`src/rtl/sp_pkg.sv`:
```
// Shared definitions for the scratchpad engine: command codes, FSM states
// and the bit-serial CRC16 step (reflected polynomial, LSB first).
package sp_pkg;

    localparam logic [7:0]  CMD_WRITE = 8'h0F;
    localparam logic [7:0]  CMD_READ  = 8'hAA;
    localparam logic [15:0] CRC_POLY_R = 16'hA001;

    typedef enum logic [2:0] {
        ST_IDLE,
        ST_TA1,
        ST_TA2,
        ST_WDATA,
        ST_READ,
        ST_HOLD
    } sp_state_e;

    // One byte into the CRC, one bit at a time, LSB first.
    function automatic logic [15:0] crc16_step(input logic [15:0] crc_in,
                                               input logic [7:0]  din);
        logic [15:0] c;
        logic        fb;
        c = crc_in;
        for (int i = 0; i < 8; i++) begin
            fb = c[0] ^ din[i];
            c  = c >> 1;
            if (fb) c = c ^ CRC_POLY_R;
        end
        return c;
    endfunction

endpackage

```
`src/rtl/sp_crc16.sv`:
```
// Running CRC16 accumulator.
// Assumes: start and add are never high together; start seeds from zero.
module sp_crc16
    import sp_pkg::*;
(
    input  logic        clk,
    input  logic        rst_n,
    input  logic        start,
    input  logic        add,
    input  logic [7:0]  din,
    output logic [15:0] crc
);

    // Clear-and-load on start, accumulate on add, hold otherwise.
    always_ff @(posedge clk) begin
        if (!rst_n) begin
            crc <= '0;
        end else if (start) begin
            crc <= crc16_step(16'h0000, din);
        end else if (add) begin
            crc <= crc16_step(crc, din);
        end
    end

endmodule

```
`src/rtl/sp_page_mem.sv`:
```
// Synchronous byte memory model: one load port, one read port with a
// one-cycle registered read. Contents are not reset.
module sp_page_mem #(
    parameter int ADDR_W = 9
) (
    input  logic              clk,
    input  logic              we,
    input  logic [ADDR_W-1:0] waddr,
    input  logic [7:0]        wdata,
    input  logic [ADDR_W-1:0] raddr,
    output logic [7:0]        rdata
);

    localparam int DEPTH = 2 ** ADDR_W;

    logic [7:0] mem [DEPTH];

    // Load port write and registered read.
    always_ff @(posedge clk) begin
        if (we) mem[waddr] <= wdata;
        rdata <= mem[raddr];
    end

endmodule

```
`src/rtl/sp_merge.sv`:
```
// Picks the byte that lands in the scratchpad for the addressed page:
// memory byte when locked, AND of both when AND-merge, else the sent byte.
// Assumes: the lock flag has priority over the AND-merge flag.
module sp_merge #(
    parameter int PAGES = 16,
    localparam int PG_W = $clog2(PAGES)
) (
    input  logic [PG_W-1:0]  page,
    input  logic [PAGES-1:0] page_wp,
    input  logic [PAGES-1:0] page_eprom,
    input  logic [7:0]       sent,
    input  logic [7:0]       old,
    output logic [7:0]       merged
);

    // Substitution by page mode.
    always_comb begin
        if (page_wp[page]) begin
            merged = old;
        end else if (page_eprom[page]) begin
            merged = sent & old;
        end else begin
            merged = sent;
        end
    end

endmodule

```
`src/rtl/sp_engine.sv`:
```
// Scratchpad write/readback command engine.
// Takes decoded bytes (with bit counts) from a bus front end, runs the
// write (0Fh) and read (AAh) commands, keeps the ending offset, the partial
// flag and a running CRC16, and returns outgoing bytes on request.
// Assumes: consecutive rx_valid pulses are at least two cycles apart, so
// the registered memory read for the current offset is ready in time.
module sp_engine
    import sp_pkg::*;
#(
    parameter int SP_BYTES = 32,
    parameter int PAGES    = 16,
    localparam int ADDR_W  = $clog2(SP_BYTES) + $clog2(PAGES)
) (
    input  logic              clk,
    input  logic              rst_n,
    input  logic              txn_end,
    input  logic              rx_valid,
    input  logic [7:0]        rx_byte,
    input  logic [3:0]        rx_bits,
    input  logic              tx_req,
    output logic              tx_valid,
    output logic [7:0]        tx_byte,
    input  logic [PAGES-1:0]  page_wp,
    input  logic [PAGES-1:0]  page_eprom,
    input  logic              mem_we,
    input  logic [ADDR_W-1:0] mem_waddr,
    input  logic [7:0]        mem_wdata
);

    localparam int OFF_W = $clog2(SP_BYTES);
    localparam int PG_W  = $clog2(PAGES);
    localparam int IDX_W = $clog2(SP_BYTES + 8);
    localparam int CNT_W = OFF_W + 1;
    localparam logic [OFF_W-1:0] OFF_TOP = OFF_W'(SP_BYTES - 1);
    localparam logic [IDX_W-1:0] IDX_MAX = '1;

    sp_state_e                     state_q;
    logic [7:0]                    ta1_q;
    logic [7:0]                    ta2_q;
    logic [OFF_W-1:0]              off_q;
    logic [OFF_W-1:0]              e_q;
    logic                          pf_q;
    logic                          full_q;
    logic [SP_BYTES-1:0][7:0]      sp_q;
    logic [IDX_W-1:0]              rd_idx_q;
    logic [1:0]                    wcrc_idx_q;
    logic                          tx_valid_q;
    logic [7:0]                    tx_byte_q;

    logic                          full_byte;
    logic [15:0]                   ta_w;
    logic [OFF_W-1:0]              t_off;
    logic [PG_W-1:0]               page;
    logic [7:0]                    mem_rdata;
    logic [7:0]                    merged;
    logic [15:0]                   crc;
    logic [7:0]                    es_byte;
    logic [CNT_W-1:0]              data_cnt;
    logic [IDX_W-1:0]              body_end;
    logic                          rd_in_body;
    logic [OFF_W-1:0]              rd_off;
    logic [7:0]                    rd_byte;
    logic [7:0]                    wr_byte;
    logic [7:0]                    tx_next;
    logic                          crc_start;
    logic                          crc_add_rx;
    logic                          crc_add_tx;
    logic                          crc_add;
    logic [7:0]                    crc_din;

    assign full_byte = (rx_bits == 4'd8);
    assign ta_w      = {ta2_q, ta1_q};
    assign t_off     = ta1_q[OFF_W-1:0];
    assign page      = ta_w[ADDR_W-1:OFF_W];
    assign es_byte   = {{(7 - OFF_W){1'b0}}, pf_q, e_q};

    sp_page_mem #(
        .ADDR_W (ADDR_W)
    ) mem_i (
        .clk   (clk),
        .we    (mem_we),
        .waddr (mem_waddr),
        .wdata (mem_wdata),
        .raddr ({page, off_q}),
        .rdata (mem_rdata)
    );

    sp_merge #(
        .PAGES (PAGES)
    ) merge_i (
        .page       (page),
        .page_wp    (page_wp),
        .page_eprom (page_eprom),
        .sent       (rx_byte),
        .old        (mem_rdata),
        .merged     (merged)
    );

    sp_crc16 crc_i (
        .clk   (clk),
        .rst_n (rst_n),
        .start (crc_start),
        .add   (crc_add),
        .din   (crc_din),
        .crc   (crc)
    );

    // Read-back byte selection: header, buffer body, inverted CRC, then ones.
    always_comb begin
        data_cnt   = CNT_W'({1'b0, e_q}) - CNT_W'({1'b0, t_off}) + CNT_W'(1);
        body_end   = IDX_W'(3) + IDX_W'(data_cnt);
        rd_in_body = (rd_idx_q < body_end);
        rd_off     = t_off + OFF_W'(rd_idx_q - IDX_W'(3));
        if (rd_idx_q == IDX_W'(0)) begin
            rd_byte = ta1_q;
        end else if (rd_idx_q == IDX_W'(1)) begin
            rd_byte = ta2_q;
        end else if (rd_idx_q == IDX_W'(2)) begin
            rd_byte = es_byte;
        end else if (rd_in_body) begin
            rd_byte = sp_q[rd_off];
        end else if (rd_idx_q == body_end) begin
            rd_byte = ~crc[7:0];
        end else if (rd_idx_q == body_end + IDX_W'(1)) begin
            rd_byte = ~crc[15:8];
        end else begin
            rd_byte = 8'hFF;
        end
    end

    // Write-phase reply: inverted CRC once the top offset is written.
    always_comb begin
        wr_byte = 8'hFF;
        if (full_q) begin
            if (wcrc_idx_q == 2'd0) begin
                wr_byte = ~crc[7:0];
            end else if (wcrc_idx_q == 2'd1) begin
                wr_byte = ~crc[15:8];
            end
        end
    end

    // Outgoing byte by state.
    always_comb begin
        case (state_q)
            ST_READ:  tx_next = rd_byte;
            ST_WDATA: tx_next = wr_byte;
            default:  tx_next = 8'hFF;
        endcase
    end

    // CRC feed control: seed on a known command, add received or sent bytes.
    always_comb begin
        crc_start  = (state_q == ST_IDLE) && rx_valid && full_byte && !txn_end
                     && ((rx_byte == CMD_WRITE) || (rx_byte == CMD_READ));
        crc_add_rx = rx_valid && full_byte && !txn_end
                     && ((state_q == ST_TA1) || (state_q == ST_TA2)
                         || ((state_q == ST_WDATA) && !full_q));
        crc_add_tx = (state_q == ST_READ) && tx_req && rd_in_body && !txn_end;
        crc_add    = crc_add_rx || crc_add_tx;
        crc_din    = crc_add_tx ? rd_byte : rx_byte;
    end

    // Command sequencer, address/offset/flag registers and buffer writes.
    always_ff @(posedge clk) begin
        if (!rst_n) begin
            state_q    <= ST_IDLE;
            ta1_q      <= '0;
            ta2_q      <= '0;
            off_q      <= '0;
            e_q        <= '0;
            pf_q       <= 1'b0;
            full_q     <= 1'b0;
            sp_q       <= '0;
            rd_idx_q   <= '0;
            wcrc_idx_q <= '0;
        end else if (txn_end) begin
            state_q    <= ST_IDLE;
            rd_idx_q   <= '0;
            wcrc_idx_q <= '0;
        end else begin
            case (state_q)
                ST_IDLE: begin
                    if (rx_valid) begin
                        if (!full_byte) begin
                            state_q <= ST_HOLD;
                        end else if (rx_byte == CMD_WRITE) begin
                            state_q <= ST_TA1;
                            pf_q    <= 1'b0;
                            full_q  <= 1'b0;
                        end else if (rx_byte == CMD_READ) begin
                            state_q  <= ST_READ;
                            rd_idx_q <= '0;
                        end else begin
                            state_q <= ST_HOLD;
                        end
                    end
                end
                ST_TA1: begin
                    if (rx_valid) begin
                        if (full_byte) begin
                            ta1_q   <= rx_byte;
                            off_q   <= rx_byte[OFF_W-1:0];
                            e_q     <= rx_byte[OFF_W-1:0];
                            state_q <= ST_TA2;
                        end else begin
                            state_q <= ST_HOLD;
                        end
                    end
                end
                ST_TA2: begin
                    if (rx_valid) begin
                        if (full_byte) begin
                            ta2_q      <= rx_byte;
                            wcrc_idx_q <= '0;
                            state_q    <= ST_WDATA;
                        end else begin
                            state_q <= ST_HOLD;
                        end
                    end
                end
                ST_WDATA: begin
                    if (rx_valid) begin
                        if (!full_byte) begin
                            pf_q    <= 1'b1;
                            state_q <= ST_HOLD;
                        end else if (!full_q) begin
                            sp_q[off_q] <= merged;
                            e_q         <= off_q;
                            if (off_q == OFF_TOP) begin
                                full_q <= 1'b1;
                            end else begin
                                off_q <= off_q + OFF_W'(1);
                            end
                        end
                    end
                    if (tx_req && full_q && (wcrc_idx_q != 2'd2)) begin
                        wcrc_idx_q <= wcrc_idx_q + 2'd1;
                    end
                end
                ST_READ: begin
                    if (tx_req && (rd_idx_q != IDX_MAX)) begin
                        rd_idx_q <= rd_idx_q + IDX_W'(1);
                    end
                end
                default: begin
                end
            endcase
        end
    end

    // Registered reply: valid one cycle after each request.
    always_ff @(posedge clk) begin
        if (!rst_n) begin
            tx_valid_q <= 1'b0;
            tx_byte_q  <= 8'hFF;
        end else begin
            tx_valid_q <= tx_req;
            if (tx_req) tx_byte_q <= tx_next;
        end
    end

    assign tx_valid = tx_valid_q;
    assign tx_byte  = tx_byte_q;

    AST_E_NOT_BELOW_T: assert property (@(posedge clk) disable iff (!rst_n)
        e_q >= t_off);

    AST_PF_RISES_IN_WRITE: assert property (@(posedge clk) disable iff (!rst_n)
        $rose(pf_q) |-> $past(state_q) == ST_WDATA);

    AST_FULL_AT_TOP: assert property (@(posedge clk) disable iff (!rst_n)
        full_q |-> e_q == OFF_TOP);

    AST_BUF_STABLE: assert property (@(posedge clk) disable iff (!rst_n)
        !(state_q == ST_WDATA && rx_valid) |=> $stable(sp_q));

    AST_TX_AFTER_REQ: assert property (@(posedge clk) disable iff (!rst_n)
        tx_req |=> tx_valid);

    AST_NO_TX_UNASKED: assert property (@(posedge clk) disable iff (!rst_n)
        !tx_req |=> !tx_valid);

endmodule

```
`config.mk`:
```
export PLATFORM = sky130hd
export DESIGN_NAME = sp_engine
export DESIGN_NICKNAME = d
export VERILOG_FILES = /design/src/rtl/sp_pkg.sv /design/src/rtl/sp_crc16.sv /design/src/rtl/sp_page_mem.sv /design/src/rtl/sp_merge.sv /design/src/rtl/sp_engine.sv
export SDC_FILE = /design/constraint.sdc
export NUM_CORES = 2
export LEC_CHECK = 0
export BUFFER_PORTS_ARGS = -buffer_cell sky130_fd_sc_hd__buf_4
export CAP_MARGIN = 40
export CORE_MARGIN = 2
export CORE_UTILIZATION = 50
export CTS_CLUSTER_SIZE = 8
export DETAILED_ROUTE_END_ITERATION = 6
export PLACE_DENSITY = 0.67
export SYNTH_ARGS = -nofsm -noshare
export SYNTH_HDL_FRONTEND = slang
export SYNTH_SLANG_ARGS = --single-unit
```
`constraint.sdc`:
```
create_clock -name clk -period 4.4 [get_ports clk]
set_input_delay 0.66 -clock clk [delete_from_list [all_inputs] [get_ports clk]]
set_output_delay 0.66 -clock clk [all_outputs]
set_load 0.1 [all_outputs]
```
==> results.tsv <==
stage	metric	value	unit
status	status	finished, final reports clean	
cells_and_area	design_area	203000	um^2
worst_setup_path	cpMaxStageDelayCell	fa_2	
worst_setup_path	r2r_cells	19	
clock_tree	clkTransAtPathRegs	0.05	ns
worst_setup_path	required	5.36	ns
worst_setup_path	crit_chain	buf_4 > ha_4 > ha_2 > fa_2 > buf_12 > buf_12 > mux4_2 > nand3_1 > nand4_1 > mux2i_1 > buf_4 > o21ai_2 > a22oi_2 > xnor3_1 > xor2_2 > xnor2_2 > xnor3_2 > xor2_1 > a21oi_1	
worst_setup_path	cpPeakStageDelay	0.57	ns
route	drtIter0Drc	13074	
placement	dp_slack	-0.237	ns
logic_synthesis	ys_warn_count	0	
worst_setup_path	worstSetupPathDepth	19	
power	p_sw_frac	0.202	
worst_setup_path	crit_type	reg -> reg	
power	p_sw	18.2	mW
worst_setup_path	reg2reg_to	crc_i.crc[0]$_SDFFE_PN0P_	
worst_setup_path	crit_start	ta1_q[1]$_SDFFE_PN0P_	
worst_setup_path	timing.rr.start	ta1_q[1]$_SDFFE_PN0P_	
worst_setup_path	critPathTopFamily	XOR/XNOR gates	
timing	worst_slew_pin_slew	1.14	ns
power	total_leakage_power	64.2	nW
route	via_count	94033	
worst_hold_path	hp-class	in -> reg	
placement	place_congestion	0.889	
grt	grt_max_degree	168	
timing	timing.final.crit_share	0.984	
worst_setup_path	crit_fanout	7	
grt	grt_overflow	0	
grt	grtUsageTotal	0.268	
logic_synthesis	syn_nets	9216	
power	finalPower	90.1	mW
logic_synthesis	synth_edf_count	4096	
logic_synthesis	yosysSeqAreaShare	0.742	
clock_tree	clock_path_buffers	4	
timing	setup_ws	0.0718	ns
logic_synthesis	synth-seq-cells	4424	
floorplan	initial_core_util	0.503	
timing	max_freq	231	MHz
placement	placed_cells	13835	
timing	max_slew_margin	0.241	
placement	dp.final_hpwl	287	mm
route	ant_nets	0	
worst_setup_path	path_buf_inv	4	
floorplan	dieHeight	595	um
cells_and_area	nNetsFinal	10021	
floorplan	pin_count	76	
floorplan	core	347000	um^2
cells_and_area	drive_gt1_frac	0.273	
logic_synthesis	netlist_area	175000	um^2
cells_and_area	layout_commonest_cell	edfxtp_1	
timing	grt_setup_unrepaired	yes	
logic_synthesis	netlist_instances	9112	
power	cellPowerDensity	445	nW/um^2
timing	hold_viol	0	
run	drv_cap	0	
route	wl_per_cell	32.7	um
route	drtPass1Iterations	6	
timing	skew	0.0702	ns
route	finalWirelength	478	mm
worst_setup_path	reg2reg_slack	0.07	ns
placement	portBuffers	75	
power	clockPowerShare	0.472	
cells_and_area	final_cell_mix	4096 x edfxtp_1, 1169 x mux4_2, 677 x nand2_1	
cells_and_area	layout.cells.non_filler	14639	
floorplan	rows	216	
timing	finalMaxSlewViolations	0	
worst_setup_path	critPathLaunchType	flip-flop	
clock_tree	cts.sinks	4424	
grt	grt_pass1_vias	94389	
power	power_frac_comb	0.017	
power	ir_drop	390	uV
logic_synthesis	synth.distinct_cells	82	
timing	period_minus_slack	4.33	ns
clock_tree	cts_max_level	6	
power	pwr-share-seq	0.512	
timing	finalSetupViolations	0	
worst_setup_path	cp-endpoint	crc_i.crc[0]$_SDFFE_PN0P_	
logic_synthesis	synth_area_per_cell	19.2	um^2
power	p_int	71.9	mW
worst_setup_path	worstPathArrival	5.28	ns
cells_and_area	area_growth	16.1	%
floorplan	dieArea	354000	um^2
clock_tree	cts-root-buf	clkbuf_16	
grt	grt_pass1_wl	684	mm
clock_tree	numCtsBuffers	624	
floorplan	die_w	595	um
clock_tree	clock_latency	1.04	ns
grt	antenna_found_initial	21	
worst_setup_path	cp-end-kind	flip-flop	
placement	post_dp_cell_area	185000	um^2
clock_tree	tritoncts	done	
route	vias_per_cell	6.42	
cells_and_area	fin_util	0.584	
logic_synthesis	synthFlopType	edfxtp_1	
route	drc_errors	0	
logic_synthesis	synthArstFlopShare	0	
[power groups by stage]
stage	registers, mW	logic [mW]	clock network [mW]
after global routing	46.0	1.56	44.6
final	46.1	1.49	42.5
after floorplan	46.9	0.319	0
after CTS	46.1	1.47	42.9
after global placement	46.8	1.40	0
after detailed placement	46.9	1.46	0
[how the worst min path moves through the flow]
stage | from | end | slack, ns | depth (start not counted)
after floorplan | pf_q$_SDFFE_PN0P_ | pf_q$_SDFFE_PN0P_ | 0.44 | 2
final | rst_n | tx_byte[5]$_SDFFE_PN1P_ | 0.08 | 2
after global routing | rst_n | tx_byte[2]$_SDFFE_PN1P_ | 0.10 | 2
after CTS | rx_bits[2] | state_q[1]$_SDFFE_PP0P_ | 0.05 | 5
after detailed placement | tx_byte[6]$_SDFFE_PN1P_ | tx_byte[6]$_SDFFE_PN1P_ | 0.46 | 2
after global placement | tx_byte[4]$_SDFFE_PN1P_ | tx_byte[4]$_SDFFE_PN1P_ | 0.46 | 2
[timing repair]
| action | 4_1_cts | 5_1_grt |
|---|---|---|
| cloned | 0 | 2 |
| endpoints found under the setup margin | 5 | 11 |
| endpoints found under the hold margin | 24 | 0 |
| pin swaps | 8 | 30 |
| hold buffers | 10 | 0 |
| setup buffers | 3 | 19 |
| resized for setup | 14 | 45 |
[worst reg2reg max path: stages (launching register included)]
cell	delay, ns
dfxtp_2	0.32
buf_4	0.14
ha_4	0.22
ha_2	0.19
fa_2	0.57
buf_12	0.13
buf_12	0.12
mux4_2	0.31
nand3_1	0.10
nand4_1	0.19
mux2i_1	0.19
buf_4	0.16
o21ai_2	0.07
a22oi_2	0.17
xnor3_1	0.28
xor2_2	0.21
xnor2_2	0.15
xnor3_2	0.47
xor2_1	0.16
a21oi_1	0.12
[metal layers]
metal	vias up	GRT usage	wire, um
li1	38256	-	-
met1	49427	0.373	183000
met2	5443	0.423	228000
met3	889	0.0595	50900
met4	18	0.0917	17000
met5	-	0	116
[synth_stat cells (20+ instances only)]
library cell	n	area (um^2)
a31oi_1	24	150
clkbuf_1	384	1440
buf_1	65	244
a211oi_1	20	150
nand3_1	49	245
nor2_1	608	2280
a21oi_1	192	961
edfxtp_1	4096	123000
mux2i_1	121	1210
inv_1	36	135
dfxtp_1	328	6570
xnor2_1	30	263
a221oi_1	65	569
o211ai_1	45	338
o21ai_0	351	1760
mux4_2	1169	26300
o22ai_1	29	181
ha_1	35	438
a22oi_1	82	616
o221ai_1	34	298
nor2b_1	26	163
nand2_1	692	2600
and2_1	272	1700
buf_2	128	641
[sequential cells by signal (all words and copies together) (netlist names), 6 cells and up]
signal / flops
mem_i.mem: 4096
sp_q: 256
crc_i.crc: 16
mem_i.rdata: 8
ta1_q: 8
ta2_q: 8
tx_byte: 8
rd_idx_q: 6
[per-stage QoR]
stage / TNS (ns) / hold WS, ns
6_report: 0 / 0.0791
5_1_grt: -0.140 / 0.105
3_5_place_dp: -0.490 / 0.459
4_1_cts: -0.0178 / 0.0464
3_3_place_gp: -0.702 / 0.459
2_1_floorplan: 0 / 0.441
[area by class of cell]
class                   instances  area [um^2]
fillers                     24638       144000
flip-flops and latches       4424       130000
multi-input cells            4055        42900
clock buffers                 709        16100
repair buffers                773         7340
well taps                    4578         5730
clock inverters                52          742
inverters                      39          159
diodes                          9         22.5
[logic make-up after synthesis]
kind of cell	after synthesis	share of synthesized area
AO/OA/AOI/OAI	943	0.0338
buffers and inverters	633	0.0152
adder cells (fa/ha/maj)	37	0.00274
AND/OR/NAND/NOR	1716	0.0427
XOR/XNOR	45	0.00296
multiplexers	1314	0.160
flip-flops	4424	0.742
No activity file was read; power rests on OpenSTA's default activity.
